File: src/rtl/pci_tgt_pkg.sv
package pci_tgt_pkg;

  typedef enum logic [1:0] {
    ST_IDLE = 2'd0,
    ST_DATA = 2'd1,
    ST_SKIP = 2'd2
  } tgt_state_e;

  localparam logic [3:0] CMD_MEM_RD = 4'b0110;
  localparam logic [3:0] CMD_MEM_WR = 4'b0111;

endpackage

File: src/rtl/pci_tgt_decode.sv
module pci_tgt_decode
  import pci_tgt_pkg::*;
#(
  parameter int DATA_W   = 32,
  parameter int WIN_LSB  = 6,
  parameter int OFF_W    = 2,
  parameter logic [DATA_W-1:0] BASE_ADDR = 32'h0000_1000
) (
  input  logic [DATA_W-1:WIN_LSB] addr_hi,
  input  logic [OFF_W-1:0]        addr_lo,
  input  logic [3:0]              cmd,
  output logic                    hit,
  output logic                    is_read
);

  logic in_window;
  logic mem_cmd;

  always_comb begin
    in_window = (addr_hi == BASE_ADDR[DATA_W-1:WIN_LSB]) && (addr_lo == '0);
    mem_cmd   = (cmd == CMD_MEM_RD) || (cmd == CMD_MEM_WR);
    hit       = in_window && mem_cmd;
    is_read   = (cmd == CMD_MEM_RD);
  end

endmodule

File: src/rtl/pci_tgt_regbank.sv
module pci_tgt_regbank #(
  parameter int REGS   = 16,
  parameter int DATA_W = 32,
  localparam int LANES = DATA_W / 8,
  localparam int IDX_W = $clog2(REGS)
) (
  input  logic              clk,
  input  logic              rst_n,
  input  logic              wr_en,
  input  logic [IDX_W-1:0]  idx,
  input  logic [DATA_W-1:0] wr_data,
  input  logic [LANES-1:0]  wr_be_n,
  output logic [DATA_W-1:0] rd_data
);

  for (genvar ln = 0; ln < LANES; ln++) begin : g_lane
    logic [7:0] lane_q [REGS];

    always_ff @(posedge clk or negedge rst_n) begin
      if (!rst_n) begin
        for (int r = 0; r < REGS; r++) lane_q[r] <= '0;
      end else if (wr_en && !wr_be_n[ln]) begin
        lane_q[idx] <= wr_data[ln*8 +: 8];
      end
    end

    assign rd_data[ln*8 +: 8] = lane_q[idx];
  end

endmodule

File: src/rtl/pci_tgt_fsm.sv
module pci_tgt_fsm
  import pci_tgt_pkg::*;
#(
  parameter int IDX_W = 4
) (
  input  logic             clk,
  input  logic             rst_n,
  input  logic             frame_n,
  input  logic             irdy_n,
  input  logic             addr_hit,
  input  logic             addr_is_read,
  input  logic [IDX_W-1:0] start_idx,
  output logic             devsel_n,
  output logic             trdy_n,
  output logic             ad_oe,
  output logic             last_o,
  output logic             wr_en,
  output logic [IDX_W-1:0] idx
);

  tgt_state_e state_q;
  logic       read_q;
  logic       active;
  logic       done;

  always_comb begin
    active   = (state_q == ST_DATA);
    done     = active && !irdy_n;
    devsel_n = !active;
    trdy_n   = !active;
    ad_oe    = active && read_q;
    last_o   = active && frame_n;
    wr_en    = done && !read_q;
  end

  always_ff @(posedge clk or negedge rst_n) begin
    if (!rst_n) begin
      state_q <= ST_IDLE;
      read_q  <= 1'b0;
      idx     <= '0;
    end else begin
      unique case (state_q)
        ST_IDLE: begin
          if (!frame_n) begin
            if (addr_hit) begin
              state_q <= ST_DATA;
              read_q  <= addr_is_read;
              idx     <= start_idx;
            end else begin
              state_q <= ST_SKIP;
            end
          end
        end
        ST_DATA: begin
          if (done) begin
            idx <= idx + 1'b1;
            if (frame_n) state_q <= ST_IDLE;
          end
        end
        ST_SKIP: begin
          if (frame_n && irdy_n) state_q <= ST_IDLE;
        end
        default: state_q <= ST_IDLE;
      endcase
    end
  end

endmodule

File: src/rtl/pci_tgt_tracker.sv
module pci_tgt_tracker #(
  parameter logic [31:0] BASE_ADDR = 32'h0000_1000,
  parameter int          REGS      = 16,
  parameter int          DATA_W    = 32
) (
  input  logic              clk,
  input  logic              rst_n,
  input  logic [DATA_W-1:0] ad_in,
  input  logic [3:0]        cbe_n,
  input  logic              frame_n,
  input  logic              irdy_n,
  output logic              trdy_n,
  output logic              devsel_n,
  output logic [DATA_W-1:0] ad_out,
  output logic              ad_oe,
  output logic              last_o
);

  localparam int LANES   = DATA_W / 8;
  localparam int OFF_W   = $clog2(LANES);
  localparam int IDX_W   = $clog2(REGS);
  localparam int WIN_LSB = IDX_W + OFF_W;

  logic             hit;
  logic             is_read;
  logic             wr_en;
  logic [IDX_W-1:0] idx;
  logic [DATA_W-1:0] rd_data;

  pci_tgt_decode #(
    .DATA_W   (DATA_W),
    .WIN_LSB  (WIN_LSB),
    .OFF_W    (OFF_W),
    .BASE_ADDR(BASE_ADDR)
  ) i_decode (
    .addr_hi (ad_in[DATA_W-1:WIN_LSB]),
    .addr_lo (ad_in[OFF_W-1:0]),
    .cmd     (cbe_n),
    .hit     (hit),
    .is_read (is_read)
  );

  pci_tgt_fsm #(.IDX_W(IDX_W)) i_fsm (
    .clk          (clk),
    .rst_n        (rst_n),
    .frame_n      (frame_n),
    .irdy_n       (irdy_n),
    .addr_hit     (hit),
    .addr_is_read (is_read),
    .start_idx    (ad_in[WIN_LSB-1:OFF_W]),
    .devsel_n     (devsel_n),
    .trdy_n       (trdy_n),
    .ad_oe        (ad_oe),
    .last_o       (last_o),
    .wr_en        (wr_en),
    .idx          (idx)
  );

  pci_tgt_regbank #(.REGS(REGS), .DATA_W(DATA_W)) i_bank (
    .clk     (clk),
    .rst_n   (rst_n),
    .wr_en   (wr_en),
    .idx     (idx),
    .wr_data (ad_in),
    .wr_be_n (cbe_n[LANES-1:0]),
    .rd_data (rd_data)
  );

  assign ad_out = ad_oe ? rd_data : '0;

endmodule

File: config.mk
export PLATFORM = sky130hd
export DESIGN_NAME = pci_tgt_tracker
export DESIGN_NICKNAME = d
export VERILOG_FILES = /design/src/rtl/pci_tgt_pkg.sv /design/src/rtl/pci_tgt_decode.sv /design/src/rtl/pci_tgt_regbank.sv /design/src/rtl/pci_tgt_fsm.sv /design/src/rtl/pci_tgt_tracker.sv
export SDC_FILE = /design/constraint.sdc
export NUM_CORES = 1
export LEC_CHECK = 0
export ABC_AREA = 1
export BUFFER_PORTS_ARGS = -buffer_cell sky130_fd_sc_hd__buf_2
export CORE_MARGIN = 5
export CORE_UTILIZATION = 27
export CTS_CLUSTER_DIAMETER = 50
export DETAILED_ROUTE_END_ITERATION = 10
export PLACE_DENSITY = 0.52
export SLEW_MARGIN = 10
export SYNTH_ARGS = -nofsm -noshare
export SYNTH_HDL_FRONTEND = slang
export SYNTH_SLANG_ARGS = --single-unit
File: constraint.sdc
create_clock -name clk -period 1.95 [get_ports clk]
set_input_delay 0.2925 -clock clk [delete_from_list [all_inputs] [get_ports clk]]
set_output_delay 0.2925 -clock clk [all_outputs]
set_load 0.005 [all_outputs]
# Word level (Yosys, flattened, before mapping)
# Cells that the tools add are included.
[totals]
out_inout_bits = 36
ff_bits = 519
latchBits = 0
in_bits = 40
mem_bits_rw = 0
memories = 0
romBits = 0
[op_classes]
n_addsub = 1
mul = 0
muxes = 29
order_cmp = 2
n_div = 0
n_reduce_logical = 26
n_eq_ne = 10
shift = 0
n_bitwise = 2
[ops]
columns = ["op", "n"]
rows = [
  ["128-bit bitwise mux", 4],
  ["8-bit binary-select mux with 4-bit select", 4],
  ["8-bit 2-to-1 mux", 9],
  ["8-bit demux with 4-bit select", 1],
  ["32-bit 2-to-1 mux", 1],
  ["26-bit by 7-bit equality test with 1-bit output, second input constant", 1],
  ["1-bit logical AND", 12],
  ["4-bit 2-to-1 mux", 3],
  ["2-bit 2-to-1 mux", 5],
  ["4-bit by 3-bit equality test with 1-bit output, second input constant", 2],
  ["2-bit != test, second input constant", 4],
  ["4-bit case mux with 2 select lines", 1],
  ["4-bit AND reduction", 2],
  ["1-bit logical NOT", 7],
  ["2-bit case mux with 3 select lines", 1],
  ["5-bit greater-or-equal comparator, second input constant", 1],
  ["5-bit by 1-bit < comparator with 1-bit output, second input constant", 1],
  ["4-bit NOT with 5-bit output", 1],
  ["4-bit by 1-bit adder with 4-bit output, second input constant", 1],
  ["2-bit logical NOT", 2],
  ["3-bit AND reduction", 1],
  ["2-bit by 1-bit equality test with 1-bit output, second input constant", 1],
  ["2-bit equality test, second input constant", 1],
  ["2-bit by 1-bit != test with 1-bit output, second input constant", 1],
  ["3 further kinds", 3],
]

# Logic depth before layout (Yosys ltp)
# Gate-level depths: netlist of run 1.
[depth]
word_depth = 6
ltp_mapped = 12
ltp_nobuf = 10

# Cells and area by module
# A second synthesis of run 1 with hierarchy kept.
[unflattened]
cells_unflattened = 3473
hier_area_um2 = 24966.4
[modules_own_cells]
columns = ["module", "seq_area_each_um2", "n_inst", "cells_each", "area_per_inst_um2"]
rows = [
  ["pci_tgt_regbank", 12812.3, 1, 3306, 24089.4],
  ["pci_tgt_fsm", 175.2, 1, 65, 469.2],
  ["pci_tgt_tracker", 0.0, 1, 67, 274.0],
  ["pci_tgt_decode", 0.0, 1, 35, 133.9],
]

# Worst setup path before layout of run 1
# Ideal clock, no wire load.
[synth_path]
path_kind = "register to register"
start = "register i_fsm.idx[0]"
end = "register i_bank.g_lane[0].lane_q[13] (netlist name)"
setup_slack_ps = -228
path_stages_with_launch = 12
t_arrival_ps = 2045
setup_time_ps = 133
synth_period_minus_slack_ps = 2178
required_time_ps = 1817
cell_sequence = "dfrtp_1 buf_2 inv_2 buf_2 buf_1 ha_1 inv_1 nor2_2 nand2_1 clkbuf_1 nand2_1 o21ai_0"
[synth_between]
elab_chain_len = 6
elab_cells_between_ends = 7
classes_between = "2 x order compare; 3 x mux; 1 x bitwise; 1 x reduce/logical"
[synth_rtl]
columns = ["item", "line", "source"]
rows = [
  ["start, declared", "pci_tgt_fsm.sv:18", "output logic [IDX_W-1:0] idx"],
  ["start signal, assigned", "pci_tgt_fsm.sv:48", "idx <= start_idx;"],
  ["start signal, assigned", "pci_tgt_fsm.sv:56", "idx <= idx + 1'b1;"],
  ["4-bit NOT with 5-bit output (not written as such) (*)", "pci_tgt_regbank.sv:23", "lane_q[idx] <= wr_data[ln*8 +: 8];"],
  ["5-bit greater-or-equal comparator (not written as such) / 5-bit by 1-bit < comparator with 1-bit output (equally long branches)", "pci_tgt_regbank.sv:23", ""],
  ["1-bit logical AND (not written as such)", "pci_tgt_regbank.sv:23", ""],
  ["8-bit 2-to-1 mux (not written as such)", "pci_tgt_regbank.sv:23", ""],
  ["8-bit demux with 4-bit select (*)", "pci_tgt_regbank.sv:23", ""],
  ["128-bit bitwise mux (*)", "pci_tgt_regbank.sv:23", ""],
  ["end signal, assigned by index", "pci_tgt_regbank.sv:23", ""],
  ["end, declared", "pci_tgt_regbank.sv:17", "logic [7:0] lane_q [REGS];"],
]
# Mark *: on every way between the ends. The rest lies on a longest branch, timed or not.
# A chain may end at the register's enable or synchronous reset.

# Final worst setup path of run 1
[layout_path]
start = "register i_fsm.idx[0]"
end = "output port ad_out[26]"
[layout_between]
elab_chain_len = 5
[layout_rtl]
columns = ["item", "line", "source"]
rows = [
  ["4-bit NOT with 5-bit output (not written as such)", "pci_tgt_regbank.sv:27", "assign rd_data[ln*8 +: 8] = lane_q[idx];"],
  ["8-bit binary-select mux with 4-bit select", "pci_tgt_regbank.sv:27", ""],
  ["8-bit 2-to-1 mux (not written as such) (2 in a row)", "pci_tgt_regbank.sv:27", ""],
  ["32-bit 2-to-1 mux", "pci_tgt_tracker.sv:69", "assign ad_out = ad_oe ? rd_data : '0;"],
  ["end, declared", "pci_tgt_tracker.sv:14", "output logic [DATA_W-1:0] ad_out,"],
]
# No other way between the ends. The select of a mux whose other input is x is not followed.

==> reports/results.ini, run 1 <==
[clock_tree]
cts_tree=done
cts.htree.levels=3
clk_pin_slew_worst_paths_ns=0.06
numCtsBuffers=69
clk_path_buf_depth=3
cts_sinks=519
clockRootBuffer=clkbuf_16
insertion_delay_ns=0.62

[timing]
timing.hold.ws_ns=0.0436
setup_ws_ns=-0.673
maxSlewHeadroom_pct=52.9
layout_worst_path_cycle_share_pct=135
hold_violations=0
max_freq_ghz=0.381
period_needed_ns=2.62
worst_slew_pin_slew_ns=0.706
setup_viol=137
rsz0062_at_grt=true
skew_ns=0.0204
drv_slew=0

[floorplan]
io_pins=76
rows=109
dieArea_mm2=0.0950
die_w_um=308
coreArea_mm2=0.0884
start_util_pct=27.2
die_h_um=308

[detailed_routing]
drt_first_pass_iters=5
met2_length_um=35900
drt-met1-wl_um=38200
via_per_inst=4.69
num_vias=20866
drt_wl_total_um=79300
met3WireLength_um=3230
initialDrtViolationCount=1463
drc=0
postRouteAntennaNets=0
post_drt_wl_per_cell_um=17.8
topRoutingLayerUsed=met5

[final_layout]
instances_no_fill=4449
finalNetCount=3274
nFillCells=9307
drive_gt1_share_pct=19.1
area.sequential_mm2=0.0130
area_growth_pct=29.4
n_antenna_cell=0
finish.utilization_pct=35.2
multiInputGateArea_mm2=0.0106

[synth]
yosysWarnings=0
synth_area_leaders=dfrtp_1, o21ai_0, nand2_1
synthArstFlopShare_pct=100
synth_top_area_cell=dfrtp_1
synth_most_common_cell=nand2_1
synth_cell_types=24
synth_edf_count=0
synth_flop_cell=dfrtp_1
netlist_area_mm2=0.0240
syn_nets=3109
synth_commonest_cells=nand2_1, o21ai_0, nor2_1
ys_seq_elements=519
synthCells=3065
syn_area_per_cell_um2=7.83
synth_seq_area_share_pct=54.1
synth_top_area_share_pct=54.1

[run_status]
status=complete, but fails checks
violations=setup timing

[power]
worst_ir_drop_vdd_mv=0.517
power_density_mw_per_mm2=832
pwr-share-seq_pct=41.8
clock_power_share_pct=49.9
p_leak_nw=14.6
total_power_mw=25.8
switching_share_pct=25.6
power_frac_comb_pct=8.3
switching_power_mw=6.60
intPower_mw=19.2

[placement]
gp_congestion=0.783
dp_slack_ns=-0.139
hpwlAfterDp_um=49300
numPortBuffers=75
place_inst=4287

[worst_setup_path]
cp_data_arrival_time_ns=2.33
crit_top_cell=nand2_1
path_delay_family=buffers and inverters
crit_required_ns=1.66
end_kind=output pin
path_class=reg -> out
critPathLaunchType=flip-flop
worstPathCellList=buf_12 > inv_8 > buf_16 > o21ai_0 > nand2_1 > nand2_1 > nand2_1 > nor2_2 > nor2_1 > buf_2
path_buf_inv=4
cpPeakStageDelay_ns=0.48
crit_slowest_cell=dfrtp_4
path_max_fanout=34

[global_routing]
grt_overflow=0
grt_max_degree=69
grt_pass1_wl_um=122000
antenna_found_initial=4
grt.total_usage_pct=16.3
grt_pass1_vias=20173

[job]
maxCapViolations=0

[hold_path]
hold_class=in -> reg

## cell families (layout without fill, tap and decap cells)
kind of cell,count (synthesis),after routing,synth area share [%]
buffers and inverters,259,477,4.49
XOR/XNOR,2,2,0.0730
adder cells (fa/ha/maj),4,4,0.208
AND/OR/NAND/NOR,1442,1443,23.6
AO/OA/AOI/OAI,839,839,17.5
flip-flops,519,519,54.1
## cell type report
cell class | instances | share of cell area (%)
clock inverters | 36 | 1.39
repair inverters | 2 | 0.0725
clock buffers | 89 | 6.12
multi-input cells | 2288 | 34.0
well taps | 1165 | 4.69
inverters | 55 | 0.757
flip-flops and latches | 519 | 41.8
repair buffers | 295 | 11.1
## power by group through the flow
stage               Clock (mW)  Sequential [mW]  Combinational (mW)
floorplan                    0             11.0               0.868
global placement             0             11.0                1.85
detailed placement           0             11.0                1.84
CTS                       13.2             10.8                2.06
global route              13.7             10.8                2.36
finish                    12.9             10.8                2.14
## tightest hold or removal path, stage by stage
cell	delay, ns
buf_2	0.13
nand2_1	0.06
nand3_1	0.05
o21ai_0	0.07
## routing by layer
metal  GRT usage [%]  up-vias
li1                -    10309
met1            23.1    10064
met2            25.9      383
met3            2.65      104
met4            4.58        6
met5               0        -
## stage by stage
| step | area, um^2 | setup TNS, ns |
|---|---|---|
| floorplan | 24000 | -0.147 |
| global placement | 27400 | -2.75 |
| detailed placement | 27400 | -4.08 |
| CTS | 30600 | -30.08 |
| global route | 31100 | -44.48 |
| finish | 31100 | -23.26 |
## flip-flops by register name, indices dropped and copies added (netlist names)
register and flops:
i_bank.g_lane.lane_q 512, i_fsm.idx 4, i_fsm.state_q 2, i_fsm.read_q 1
## cell usage in the layout (no fill, tap or decap), types with 2 or more instances in the layout
master      count
nand2_1       798
o21ai_0       542
dfrtp_1       517
nor2_1        436
o21ai_1       289
buf_4         103
nor2_2         80
buf_12         77
clkbuf_16      74
buf_2          74
nand2_2        51
inv_1          45
nor2_4         38
nand2_4        24
buf_6          17
buf_16         14
nand3_1        12
clkbuf_1       10
clkbuf_8       10
inv_6           9
clkinv_2        9
o21ai_2         7
inv_2           5
bufinv_16       5
clkinvlp_4      4
clkinv_4        4
buf_8           4
inv_16          3
inv_4           3
inv_8           3
clkinv_8        3
ha_1            2
dfrtp_4         2
## worst paths after layout
kind	to	slack, ns	cells past startpoint	start
worst min register to register	i_bank.g_lane[1].lane_q[98]	0.48	2	i_bank.g_lane[1].lane_q[98]
min in group asynchronous	i_bank.g_lane[3].lane_q[67]	0.21	2	rst_n
worst max register to register	i_bank.g_lane[2].lane_q[94]	-0.09	9	i_fsm.idx[0]
worst min-delay path	i_fsm.state_q[1]	0.04	4	frame_n
max in group asynchronous	i_bank.g_lane[2].lane_q[35]	0.87	3	rst_n
worst max-delay path	ad_out[26]	-0.67	10	i_fsm.idx[0]
## repair_timing
item,in CTS,in global routing
endpoints found under the setup margin,118,514
buffers inserted,12,6
endpoints found under the hold margin,42,0
hold buffers,1,0
pin swaps,59,35
gates cloned,13,6
gates resized for setup,200,147
Power figures use the tool's default switching activity.
==> run 2, diff against run 1 <==
BUFFER_PORTS_ARGS = default   (was -buffer_cell sky130_fd_sc_hd__buf_2)
DONT_BUFFER_PORTS = 1   (was default)
PLACE_DENSITY = 0.51   (was 0.52)
==> run 2 against run 1 <==
The run ends with hold timing, slew limit, setup timing left. Clock skew grew 0.0037 ns. Sequential share of layout area is 0.55 points lower. Non-clock buffer count decreased by 78. Sequential power barely moved. Setup slack better by 0.038 ns. Count of clock-buffer cells in the layout rose by 10. Die area is the same. Power increased by 6.2%. Via count is 0.39% higher. Critical path type unchanged.
==> reports/results.ini, run 2 (synthesis results as in run 1) <==
[timing]
hold_violations=519  ; +519
layout_worst_path_cycle_share_pct=133  ; -2.0 points
period_needed_ns=2.58  ; -0.0384 ns
setup_ws_ns=-0.635  ; +0.0384 ns
worst_slew_pin_slew_ns=1.96  ; +1.25 ns
max_freq_ghz=0.387  ; +1.5%
timing.hold.ws_ns=-0.570  ; -0.613 ns
rsz0062_at_grt=true
setup_viol=266  ; +94%
fin_setup_tns_ns=-45.77  ; -22.51 ns
skew_ns=0.0241  ; +0.00370 ns
maxSlewHeadroom_pct=-30.3  ; -83 points
drv_slew=217  ; +217

[placement]
dp_slack_ns=-0.143  ; -0.00423 ns
hpwlAfterDp_um=45800  ; -7.1%
place_area_mm2=0.0262  ; -4.1%
numPortBuffers=0  ; -100%
gp_congestion=0.777  ; -0.86%
place_inst=4159  ; -3.0%

[floorplan]
rows=109  ; unchanged
die_h_um=308  ; unchanged
die_w_um=308  ; unchanged
start_util_pct=27.2  ; unchanged
io_pins=76  ; unchanged
coreArea_mm2=0.0884  ; unchanged
dieArea_mm2=0.0950  ; unchanged

[final_layout]
top_regs=i_bank.g_lane.lane_q (512), i_fsm.idx (4), i_fsm.state_q (2)
finish.utilization_pct=35.6  ; +0.47 points
drive_gt1_share_pct=17.1  ; -2.0 points
largest_register=i_bank.g_lane.lane_q
largest_register_ff_count=512  ; unchanged
instances_no_fill=4394  ; -1.2%
multiInputGateArea_mm2=0.0108  ; +2.0%
area_growth_pct=31.2
stdcell_area_mm2=0.0315  ; +1.3%
finalNetCount=3213  ; -1.9%
nFillCells=9254  ; -0.57%
layout_common_cells=nand2_1, o21ai_0, dfrtp_1
final_common_cell=nand2_1
n_antenna_cell=0  ; unchanged
area.sequential_mm2=0.0130  ; unchanged

[global_routing]
grt_max_degree=520  ; +650%
grt.total_usage_pct=16.3  ; +0.048 points
grt_overflow=0  ; unchanged
grt_pass1_vias=19530  ; -3.2%
grt_pass1_wl_um=121000  ; -0.79%
antenna_found_initial=0  ; -4

[worst_setup_path]
path_max_fanout=9  ; -74%
path_class=reg -> out
end_kind=output pin
crit_slowest_cell=dfrtp_4
cpPeakStageDelay_ns=0.50  ; +0.02 ns
critPathLaunchType=flip-flop
cp_data_arrival_time_ns=2.29  ; -0.04 ns
worstPathCellList=buf_12 > bufbuf_16 > nor2_1 > nor2_1 > o21ai_1 > o21ai_1 > nand2_1 > nand2_1 > nor2_2 > nor2_2 > buf_4
crit_required_ns=1.66  ; about the same

[detailed_routing]
post_drt_wl_per_cell_um=19.0  ; +6.6%
drc=0  ; unchanged
num_vias=20947  ; +0.39%
drt_first_pass_iters=5  ; unchanged
initialDrtViolationCount=1934  ; +32%
via_per_inst=4.77  ; +1.6%
drt_wl_total_um=83500  ; +5.3%
postRouteAntennaNets=0  ; unchanged

[power]
worst_ir_drop_vdd_mv=0.603  ; +16%
intPower_mw=20.8  ; +7.9%
switching_power_mw=6.70  ; +1.4%
p_leak_nw=14.4  ; -1.2%
power_density_mw_per_mm2=872  ; +4.8%
power_frac_comb_pct=7.0  ; -1.3 points
clock_power_share_pct=53.7  ; +3.8 points
pwr-share-seq_pct=39.4  ; -2.4 points
total_power_mw=27.5  ; +6.2%
switching_share_pct=24.4  ; -1.2 points

[clock_tree]
cts_sinks=519  ; unchanged
cts.htree.levels=3  ; unchanged
insertion_delay_ns=0.63  ; about the same
clk_pin_slew_worst_paths_ns=0.05  ; about the same
clk_path_buf_depth=3  ; unchanged
clockRootBuffer=clkbuf_16
numCtsBuffers=78  ; +13%
cts_hold_buf=7  ; +6
cts_tree=done

[job]
maxCapViolations=0  ; unchanged

[run_status]
status=complete, but fails checks
violations=hold timing, slew limit, setup timing

[hold_path]
hold_class=in -> async

## run 2: cell count changes in the layout (fill, tap and decap cells not counted), sizes merged
cell / delta
bufbuf: +3
buf: -98
clkinv: -4
inv: -3
nand2: +10
clkbuf: +21
bufinv: +5
dlygate4sd3: +6
clkinvlp: +5
## run 2: critical path, delay by kind of cell, from the launching register on
family | cells | cell delay (ns)
buf+inv | 3 | 0.61
flops | 1 | 0.50
simple gates | 6 | 0.42
compound gates | 2 | 0.16
## run 2: power by group through the flow
stage	combinational, mW	clock (mW)	sequential, mW
floorplan	0.868	0	11.0
global placement	1.44	0	11.0
detailed placement	1.43	0	11.0
CTS	1.74	15.0	10.8
global route	2.06	15.5	10.8
finish	1.91	14.7	10.8
## run 2: path summary, 6_finish.rpt
kind / startpoint / slack, ns / depth (start not counted) / to
max: i_fsm.idx[0] / -0.63 / 11 / ad_out[14]
min: rst_n / -0.57 / 0 / i_bank.g_lane[3].lane_q[18]
max reg2reg: i_fsm.idx[0] / -0.31 / 13 / i_bank.g_lane[2].lane_q[120]
min reg2reg: i_bank.g_lane[3].lane_q[12] / 0.48 / 2 / i_bank.g_lane[3].lane_q[12]
max in group asynchronous: rst_n / 0.79 / 0 / i_fsm.idx[1]
min in group clk: ad_in[2] / 0.05 / 4 / i_fsm.idx[0]
## run 2: cell type report
class / count / area share [%]
clock buffer: 99 / 6.81
clock inverter: 41 / 1.89
inverter: 55 / 0.747
multi-input combinational: 2298 / 34.2
sequential: 519 / 41.3
tap: 1165 / 4.63
timing repair buffer: 217 / 10.4
## run 2: timing repair
action | CTS | global route
gates cloned | 18 | 28
setup endpoints to repair | 92 | 452
endpoints found under the hold margin | 524 | 519
pin swaps | 24 | 26
resized for setup | 217 | 179
setup buffers | 20 | 24
## run 2: per-layer routing
| metal | vias up | part of all wire (%) | GRT usage, % |
|---|---|---|---|
| li1 | 10222 | - | - |
| met1 | 10170 | 48 | 23.4 |
| met2 | 447 | 45 | 25.5 |
| met3 | 108 | 4.9 | 3.07 |
| met4 | 0 | 2.1 | 4.13 |
| met5 | - | 0 | 0 |
